`src/rtl/irq_combiner.sv`:
```
module irq_combiner #(
  parameter int NSRC = 4,
  parameter int SYNC = 2
) (
  input  logic            clk,
  input  logic            rst_n,
  input  logic            cfg_port_en,
  input  logic            cfg_level_mode,
  input  logic            irq_n_pin,
  input  logic [NSRC-1:0] port_pin,
  input  logic            ack,
  output logic            irq_pending,
  output logic            trig_level
);
  localparam int CW = $clog2(SYNC + 2);
  localparam logic [CW-1:0] WARM_END = CW'(SYNC + 1);

  logic [SYNC-1:0]           irq_sync;
  logic [SYNC-1:0][NSRC-1:0] port_sync;
  logic [CW-1:0]             warm;
  logic                      trig_prev_n;
  logic                      trig_n;
  logic                      fall;
  logic                      set_req;

  always_ff @(posedge clk or negedge rst_n) begin
    if (!rst_n) begin
      irq_sync  <= '1;
      port_sync <= '0;
    end else begin
      irq_sync  <= {irq_sync[SYNC-2:0], irq_n_pin};
      port_sync <= {port_sync[SYNC-2:0], port_pin};
    end
  end

  assign trig_n     = irq_sync[SYNC-1] & ~(cfg_port_en & (|port_sync[SYNC-1]));
  assign trig_level = ~trig_n;

  // edges are ignored until the synchronizers hold real pin values
  always_ff @(posedge clk or negedge rst_n) begin
    if (!rst_n) begin
      warm        <= '0;
      trig_prev_n <= 1'b1;
    end else begin
      if (warm != WARM_END) warm <= warm + 1'b1;
      trig_prev_n <= trig_n;
    end
  end

  assign fall    = (warm == WARM_END) & trig_prev_n & ~trig_n;
  assign set_req = fall | (cfg_level_mode & ~trig_n);

  always_ff @(posedge clk or negedge rst_n) begin
    if (!rst_n)   irq_pending <= 1'b0;
    else if (ack) irq_pending <= 1'b0;
    else          irq_pending <= irq_pending | set_req;
  end
endmodule


```
`config.mk`:
```
export PLATFORM = sky130hd
export DESIGN_NAME = irq_combiner
export DESIGN_NICKNAME = d
export VERILOG_FILES = /design/src/rtl/irq_combiner.sv
export SDC_FILE = /design/constraint.sdc
export NUM_CORES = 1
export LEC_CHECK = 0
export BUFFER_PORTS_ARGS = -buffer_cell sky130_fd_sc_hd__buf_2
export CORE_AREA = 4 4 41 43
export CTS_BUF_LIST = sky130_fd_sc_hd__clkbuf_8
export CTS_CLUSTER_SIZE = 16
export DETAILED_ROUTE_END_ITERATION = 10
export DIE_AREA = 0 0 45 47
export PLACE_DENSITY = 0.53
export SLEW_MARGIN = 0
export SYNTH_ARGS = -nofsm -noshare
export SYNTH_HDL_FRONTEND = slang
export SYNTH_SLANG_ARGS = --single-unit
export TNS_END_PERCENT = 10
```
`constraint.sdc`:
```
create_clock -name clk -period 1.4 [get_ports clk]
set_input_delay 0.28 -clock clk [delete_from_list [all_inputs] [get_ports clk]]
set_output_delay 0.28 -clock clk [all_outputs]
set_load 0.005 [all_outputs]
```
### Yosys cells after proc, flatten, opt, wreduce, memory -nomap -nowiden

Cells that the tools add are included.

| word-level totals | value |
|---|---|
| register bits after elaboration | 14 |
| memories | 0 |
| output and inout bits | 2 |
| bits in read-only memories | 0 |
| memory bits (writable) | 0 |
| latch bits | 0 |
| word-level logic and storage cells | 20 |

| operators by class | value |
|---|---|
| muxes and demuxes | 1 |
| shift operators | 0 |
| reductions and logical operators | 1 |
| divide/modulo/power cells | 0 |
| multiply operators | 0 |
| eq/ne operators | 2 |
| order comparisons | 0 |
| add/subtract/negate cells | 1 |
| bitwise gates (word level) | 9 |

Operator list:

| cell | number |
|---|---|
| $and A1 B1 Y1 | 5 |
| $reduce_or A4 Y1 | 1 |
| $add A2 B1 Y2 const B | 1 |
| $eq A2 B2 Y1 const B | 1 |
| $ne A2 B2 Y1 const B | 1 |
| $not A1 Y1 | 2 |
| $or A1 B1 Y1 | 2 |
| $mux W1 | 1 |

### Longest topological paths before layout

Gate-level depths: netlist of run 1.

| logic depth | value |
|---|---|
| depth in word-level cells | 9 |
| mapped depth | 3 |

### Worst setup path before layout of run 1

OpenSTA, ideal clock, no wires.

| timing | value |
|---|---|
| path type | register to output |
| start point | reg port_sync[5] (netlist bit) |
| end point | out trig_level |
| path buffers | 0 |
| setup slack | 0.289 ns |
| data arrival time | 0.831 ns |
| cell stages (with the launch flop) | 3 |
| path through | dfrtp_1 o41ai_2 nand2_1 |

| between the ends | value |
|---|---|
| cells in the longest elaborated chain, start to end | 5 |

RTL lines:

| what | line | source |
|---|---|---|
| start, declared | 19 | `logic [SYNC-1:0][NSRC-1:0] port_sync;` |
| start signal, assigned | 32 | `port_sync <= {port_sync[SYNC-2:0], port_pin};` |
| $reduce_or A4 Y1 | 36 | `assign trig_n = irq_sync[SYNC-1] & ~(cfg_port_en & (\|port_sync[SYNC-1]));` |
| $and A1 B1 Y1 | 36 |  |
| $not A1 Y1 | 36 |  |
| $and A1 B1 Y1 | 36 |  |
| $not A1 Y1 | 37 | `assign trig_level = ~trig_n;` |
| end, declared | 13 | `output logic trig_level` |

No other way between the ends.

### Worst setup path in the final report of run 1

Same ends and word-level chain as after synthesis.

==> flow_metrics.tcl, run 1 <==
set metrics [dict create \
    status "complete, but fails checks" \
    violations "setup timing" \
    synth_top_area_frac 0.636 \
    critPathRequiredTime_ns 1.12 \
    core_area_mm2 0.00130 \
    grt_pass1_vias 268 \
    multi_input_area_um2 86.3 \
    layout_setup_ws_ns -0.0867 \
    crit_type "reg -> out" \
    end_kind "output pin" \
    routed_wl_um 565 \
    ys_top_cells_by_count "dfrtp_1, dfstp_2" \
    n_antenna_cell 0 \
    drv_cap 0 \
    wl_per_cell_um 10.3 \
    clock_path_buffers 2 \
    place_congestion 0.618 \
    min_from "irq_n_pin" \
    postSynthAreaPerCell_um2 18.8 \
    grt-ovfl-total 0 \
    yosysMostFrequentCell "dfrtp_1" \
    crit_arrival_ns 1.21 \
    powerDensity_mw_per_mm2 1440 \
    startpoint_type "flop" \
    num_rows 13 \
    slew-limit-headroom 0.807 \
    clk_pin_slew_ns 0.05 \
    final-seq-area_um2 354 \
    root_buffer "clkbuf_8" \
    ys_warn_count 0 \
    rsz0062_at_grt "true" \
    ant_nets 0 \
    dp_cells 49 \
    grt_max_degree 15 \
    synth-edff-count 0 \
    path_max_fanout 2 \
    final_util 0.454 \
    cts_made_buffers 3 \
    synth_top_cell_by_area "dfrtp_1" \
    setup.worst_path.start "port_sync[5]" \
    clk_latency_ns 0.24 \
    synth_flop_cell "dfrtp_1" \
    vias 232 \
    r2r-start "port_sync[5]" \
    drt_iter0_markers 8 \
    dieArea_mm2 0.00212 \
    worst-slew-pin-transition_ns 0.289 \
    synth_area_um2 433 \
    clock_skew_ns 0.000604 \
    finalCriticalPeriod_ns 1.49 \
    drt-vias-per-instance 4.22 \
    instances_no_fill 55 \
    ir_worst_vdd_mv 0.629 \
    clock.fmax_mhz 673 \
    io_pins 12 \
    synth_area_leaders "dfrtp_1, dfstp_2, o41ai_2" \
    drive_gt1_frac 0.525 \
    synth_cell_types 11 \
    finalNetCount 52 \
    yosysSeqAreaShare 0.818 \
    grt_use_total 0.0773 \
    antenna_found_initial 0 \
    min_path_type "in -> reg" \
    drc 0 \
    portBuffers 11 \
    die_x_um 45 \
    area.growth.synth_to_final_pct 36.4 \
    ys_ff_latch 14 \
    post-route-period-util 1.06 \
    synthArstFlopShare 1.00 \
    cts.sinks 14 \
    die_y_um 47 \
    initial_core_util 0.333 \
    fill_cells 124 \
    power_leakage_uw 0.000268 \
    report.final.slew_viol_count 0 \
    postSynthCellCount 23 \
    cts_tree "built" \
    h-tree-depth 1 \
    setup_viol 1 \
    hold_viol 0 \
    drtPass1Iterations 2 \
    synth_fp_nets 34 \
    grt_pass1_wl_mm 1.07 \
]
kinds of logic after synthesis:
group / synth area share
buf+inv: 0.00866
simple gates: 0.0231
fa+ha+maj: 0.0289
xor+xnor: 0.0202
mux: 0.0260
flops: 0.818
compound gates: 0.0752
state kept, by name (all words and copies together) (netlist names):
signal	cells
port_sync	8
irq_sync	2
warm	2
irq_pending	1
trig_prev_n	1
final timing paths:
path | end | slack (ns) | cells past startpoint
setup / recovery | trig_level | -0.09 | 3
hold / removal | irq_sync[0] | 0.14 | 1
setup reg to reg | irq_pending | 0.28 | 3
hold reg to reg | port_sync[7] | 0.35 | 0
max in group asynchronous | trig_prev_n | 0.67 | 2
min in group asynchronous | port_sync[2] | 0.45 | 2
power breakdown:
part	internal (µW)	leakage [µW]	total [µW]	switching, µW
clock	249	0.0000288	377	128
sequential	427	0.000155	437	9.16
combinational	21.7	0.0000847	38.7	16.9
final cells by class:
type,instances,share of cell area
well taps,15,0.0318
inverters,1,0.00636
clock buffers,4,0.0932
flip-flops and latches,14,0.600
repair buffers,13,0.123
multi-input cells,8,0.146
metrics by stage:
| step | hold WS, ns | power (µW) | setup slack (ns) | TNS, ns | cell area, µm² |
|---|---|---|---|---|---|
| 2_1_floorplan | -0.0156 | 449 | 0.289 | 0 | 433 |
| 3_3_place_gp | 0.174 | 473 | 0.150 | 0 | 507 |
| 3_5_place_dp | 0.183 | 475 | 0.139 | 0 | 507 |
| 4_1_cts | 0.126 | 869 | -0.107 | -0.107 | 591 |
| 5_1_grt | 0.126 | 891 | -0.140 | -0.140 | 591 |
| 6_report | 0.135 | 852 | -0.0867 | -0.0867 | 591 |
layout by cell type (no fill, tap or decap), drive strengths merged:
cell | synthesis | routed
clkbuf | 0 | 4
ha | 1 | 1
xnor2 | 1 | 1
mux2 | 1 | 1
o41ai | 1 | 1
dfstp | 3 | 3
inv | 1 | 1
a211oi | 1 | 1
dlygate4sd3 | 0 | 1
dfrtp | 11 | 11
a311oi | 1 | 1
nand2 | 1 | 1
and2 | 1 | 1
buf | 0 | 12
per-layer routing:
metal / up-vias / global-route usage / routed length (µm)
met2: 9 / 0.113 / 298
met3: 0 / 0.0460 / 56
met4: 0 / 0.0702 / 0
met1: 112 / 0.0769 / 210
li1: 111 / - / -
met5: - / 0 / 0
worst max-delay path, cell delays in order, from the launching register on:
cell     delay, ns
dfrtp_1       0.39
o41ai_4       0.37
nand2_1       0.08
buf_2         0.13
repair_timing:
item / 4_1_cts / 5_1_grt
cloned: 0 / 0
endpoints found under the setup margin: 1 / 1
resized for setup: 1 / 0
pin swaps: 2 / 2
endpoints found under the hold margin: 11 / 0
buffers inserted: 1 / 0
hold buffers: 1 / 0
(Power assumes the default switching activity.)
==> run 2, diff against run 1 <==
--- a/config.mk
+++ b/config.mk
@@ -5,13 +5,13 @@
 export SDC_FILE = /design/constraint.sdc
 export NUM_CORES = 1
 export LEC_CHECK = 0
-export BUFFER_PORTS_ARGS = -buffer_cell sky130_fd_sc_hd__buf_2
 export CORE_AREA = 4 4 41 43
 export CTS_BUF_LIST = sky130_fd_sc_hd__clkbuf_8
 export CTS_CLUSTER_SIZE = 16
 export DETAILED_ROUTE_END_ITERATION = 10
 export DIE_AREA = 0 0 45 47
-export PLACE_DENSITY = 0.53
+export DONT_BUFFER_PORTS = 1
+export PLACE_DENSITY = 0.45
 export SLEW_MARGIN = 0
 export SYNTH_ARGS = -nofsm -noshare
 export SYNTH_HDL_FRONTEND = slang
==> run 2 against run 1 <==
Effect of this change: the flow now finishes without violations; flip-flop and latch count did not move; cell area fell by 9.3%; worst setup slack improved by 0.094 ns; combinational power fell by 41%; critical path depth fell by 1; critical path type unchanged; critical endpoint unchanged; largest cell class unchanged.
==> flow_metrics.tcl, run 2 (synthesized netlist as in run 1, its figures left out) <==
set metrics [dict create \
    num_rows 13 \
    pre_cts_ws_ns 0.224 \
    initial_core_util 0.333 \
    routed_wl_um 608 \
    antenna_found_initial 0 \
    worst-slew-pin-transition_ns 0.576 \
    ant_nets 0 \
    h-tree-depth 1 \
    ir_worst_vdd_mv 0.661 \
    grt_pass1_wl_um 986 \
    largest_reg_flops 8 \
    power_leakage_uw 0.000225 \
    drt-vias-per-instance 4.61 \
    critPathSlowestCell "dfrtp_1" \
    clk_latency_ns 0.24 \
    n_antenna_cell 0 \
    die_x_um 45 \
    cts_made_buffers 3 \
    drc 0 \
    final_util 0.412 \
    die_y_um 47 \
    wl_per_cell_um 13.8 \
    tns_ns 0 \
    core_area_mm2 0.00130 \
    layout_setup_ws_ns 0.00748 \
    largestRegisters "port_sync: 8 flops, irq_sync: 2 flops, warm: 2 flops" \
    drt_iter0_markers 1 \
    end_kind "output pin" \
    clk_pin_slew_ns 0.05 \
    drive_gt1_frac 0.345 \
    startpoint_type "flop" \
    grt_pass1_vias 246 \
    setup_viol 0 \
    regMostFlops "port_sync" \
    root_buffer "clkbuf_8" \
    placed_area_um2 452 \
    cpPeakStageDelay_ns 0.39 \
    status "finished clean" \
    layout_commonest_cell "dfrtp_1" \
    final_cell_mix "dfrtp_1, clkbuf_8, dfstp_2" \
    clock_skew_ns 0.00158 \
    post-route-period-util 0.995 \
    clock_path_buffers 2 \
    clock.fmax_mhz 718 \
    grt_use_total 0.0728 \
    drv_cap 0 \
    min_path_type "in -> reg" \
    dieArea_mm2 0.00212 \
    io_pins 12 \
    finalInstanceArea_um2 536 \
    powerDensity_mw_per_mm2 1560 \
    path_max_fanout 2 \
    portBuffers 0 \
    grt-ovfl-total 0 \
    rsz0062_at_grt "true" \
    crit_arrival_ns 1.11 \
    hold_viol 0 \
    crit_chain "o41ai_4 -> nand2_1" \
    area.growth.synth_to_final_pct 23.7 \
    vias 203 \
    critPathRequiredTime_ns 1.12 \
    place_congestion 0.707 \
    grt_max_degree 15 \
    report.final.slew_viol_count 0 \
    worst_hold_slack_ns 0.0337 \
    drtPass1Iterations 3 \
    finalNetCount 41 \
    slew-limit-headroom 0.615 \
    finalCriticalPeriod_ns 1.39 \
    crit_type "reg -> out" \
    cts_tree "built" \
    cts.sinks 14 \
]
[run 2: repair_timing]
action,in CTS,in global routing
pin swaps,1,2
gates resized for setup,1,0
buffers inserted,1,0
endpoints found under the setup margin,1,1
endpoints found under the hold margin,14,0
hold buffers,1,0
[run 2: power breakdown]
group          switching (µW)  internal (µW)
sequential               10.7            428
clock                     128            248
combinational            12.1           10.6
total                     151            687
[run 2: layout make-up]
class,instances,area (µm²)
inverter,1,3.75
timing repair buffer,2,17.5
sequential,14,354
tap,15,18.8
multi-input combinational,8,86.3
fill,128,766
clock buffer,4,55.1
[run 2: worst paths after layout]
| kind | slack (ns) | endpoint | from | cells past startpoint |
|---|---|---|---|---|
| hold / removal | 0.03 | irq_sync[0] | irq_n_pin | 0 |
| setup reg to reg | 0.25 | irq_pending | port_sync[5] | 3 |
| max in group asynchronous | 0.55 | port_sync[1] | rst_n | 1 |
| setup / recovery | 0.007 | trig_level | port_sync[5] | 2 |
| min in group asynchronous | 0.48 | port_sync[7] | rst_n | 1 |
| hold reg to reg | 0.35 | port_sync[7] | port_sync[3] | 0 |
[run 2: critical path: cells and delay by family, from the launching register on]
| kind | cells | cell delay [ns] |
|---|---|---|
| AND/OR/NAND/NOR | 1 | 0.11 |
| flip-flops | 1 | 0.39 |
| AO/OA/AOI/OAI | 1 | 0.37 |
[run 2: through the flow]
stage | power, µW | instances
2_1_floorplan | 449 | 23
3_3_place_gp | 452 | 38
3_5_place_dp | 454 | 38
4_1_cts | 851 | 44
5_1_grt | 871 | 44
6_report | 838 | 44
[run 2: routing by layer]
metal / up-vias / wire, µm / track usage
li1: 90 / - / -
met1: 96 / 274 / 0.0852
met2: 13 / 231 / 0.0904
met3: 4 / 77 / 0.0421
met4: 0 / 26 / 0.0702
met5: - / 0 / 0
==> run 3, diff against run 2 <==
==> constraint.sdc (replaced) <==
create_clock -name clk -period 1.4 [get_ports clk]
set_input_delay 0 -clock clk [delete_from_list [all_inputs] [get_ports clk]]
set_output_delay 0 -clock clk [all_outputs]
set_load 0.005 [all_outputs]
==> run 3 against run 2 <==
Effect of this change: clock skew barely moved; sequential share of layout area fell by 5.8 points; count of clock-buffer cells in the layout did not move; critical path depth did not move; worst setup slack improved by 0.24 ns; cell area rose by 9.6%; routed wire length fell by 8.9%; global-route usage fell by 1.0 points; die area did not move; flip-flop and latch count did not move; utilization rose by 3.9 points; highest routed layer is now met3.
==> flow_metrics.tcl, run 3 (synthesized netlist as in run 1, its figures left out) <==
set metrics [dict create \
    hpwl_um 401 \
    cpPeakStageDelay_ns 0.40 \
    tns_ns 0 \
    startpoint_type "flop" \
    num_rows 13 \
    die_x_um 45 \
    drt-vias-per-instance 4.14 \
    crit_arrival_ns 1.15 \
    finalNetCount 47 \
    power_leakage_uw 0.000245 \
    ant_nets 0 \
    area.growth.synth_to_final_pct 35.5 \
    portBuffers 0 \
    cts_made_buffers 3 \
    min_path_type "in -> reg" \
    h-tree-depth 1 \
    clock_path_buffers 2 \
    place_congestion 0.728 \
    die_y_um 47 \
    wl_per_cell_um 11.1 \
    antenna_found_initial 0 \
    grt_max_degree 15 \
    finalInstanceArea_um2 587 \
    post-cts-setup-buffers 0 \
    clk_pin_slew_ns 0.05 \
    post-route-period-util 0.820 \
    hold_viol 0 \
    critPathSlowestCell "o41ai_2" \
    rsz0062_at_grt "false" \
    finalCriticalPeriod_ns 1.15 \
    drive_gt1_frac 0.257 \
    vias 207 \
    instances_no_fill 50 \
    final_cell_mix "dfrtp_1, dlygate4sd3_1, clkbuf_8" \
    grt_pass1_wl_um 862 \
    grt_pass1_vias 226 \
    crit_type "reg -> out" \
    worst-slew-pin-transition_ns 0.594 \
    core_area_mm2 0.00130 \
    layout_commonest_cell "dfrtp_1" \
    clk_latency_ns 0.24 \
    cts.sinks 14 \
    root_buffer "clkbuf_8" \
    end_kind "output pin" \
    drv_cap 0 \
    dieArea_mm2 0.00212 \
    crit_chain "o41ai_2 -> nand2_1" \
    ir_worst_vdd_mv 0.607 \
    clock.fmax_mhz 871 \
    dp_cells 38 \
    initial_core_util 0.333 \
    cts_tree "built" \
    setup_viol 0 \
    largestRegisters "port_sync: 8 flops, irq_sync: 2 flops, warm: 2 flops" \
    grt_use_total 0.0628 \
    path_max_fanout 3 \
    grt-ovfl-total 0 \
    largest_reg_flops 8 \
    n_antenna_cell 0 \
    report.final.slew_viol_count 0 \
    drc 0 \
    critPathRequiredTime_ns 1.40 \
    fill_cells 125 \
    slew-limit-headroom 0.603 \
    powerDensity_mw_per_mm2 1440 \
    status "finished clean" \
    placed_area_um2 452 \
    drt_iter0_markers 0 \
    drtPass1Iterations 1 \
    routed_wl_um 554 \
    io_pins 12 \
    clock_skew_ns 0.00123 \
    regMostFlops "port_sync" \
]
-- run 3: cell count changes in the layout (fill, tap and decap cells not counted) --
cell           delta
dlygate4sd3_1     +7
buf_4             -1
o41ai_2           +1
o41ai_4           -1
-- run 3: worst paths after layout --
check	from	endpoint	slack [ns]	depth (start not counted)
max	port_sync[5]	trig_level	0.25	2
min	cfg_level_mode	irq_pending	0.05	2
max reg2reg	warm[0]	irq_pending	0.29	3
min reg2reg	port_sync[1]	port_sync[5]	0.35	0
max in group asynchronous	rst_n	port_sync[4]	0.81	1
min in group asynchronous	rst_n	warm[0]	0.21	1
-- run 3: cell type report --
type	instances	area, µm²	area share
Clock buffer	4	55.1	0.0938
Inverter	1	3.75	0.00640
Multi-Input combinational cell	8	75.1	0.128
Sequential cell	14	354	0.603
Tap cell	15	18.8	0.0320
Timing Repair Buffer	8	80.1	0.136
-- run 3: through the flow --
stage / power (µW) / hold slack, ns / util / setup slack (ns)
5_1_grt: 891 / 0.0596 / 0.451 / 0.164
3_5_place_dp: 453 / -0.295 / 0.347 / 0.286
4_1_cts: 860 / 0.0519 / 0.451 / 0.236
6_report: 845 / 0.0542 / 0.451 / 0.252
2_1_floorplan: 449 / -0.296 / - / 0.370
3_3_place_gp: 452 / -0.295 / 0.347 / 0.311
-- run 3: power breakdown --
part / switching, µW / internal [µW] / leakage (µW)
logic: 14.4 / 19.9 / 0.0000610
clock network: 127 / 248 / 0.0000288
registers: 7.93 / 427 / 0.000155
-- run 3: layer usage --
metal / vias up / routed length (µm) / global-route usage
met2: 11 / 258 / 0.0960
met1: 94 / 228 / 0.0601
met5: - / 0 / 0
li1: 102 / - / -
met4: 0 / 0 / 0.0526
met3: 0 / 67 / 0.0383
-- run 3: critical path: cells and delay by family, from the launching register on --
family / cells / cell delay, ns
AOI/OAI and AO/OA: 1 / 0.40
DFF: 1 / 0.37
and+or+nand+nor: 1 / 0.14
-- run 3: what timing repair did --
item                                   4_1_cts  5_1_grt
hold buffers                                 8        0
resized for setup                            0        0
endpoints found under the hold margin       21        0
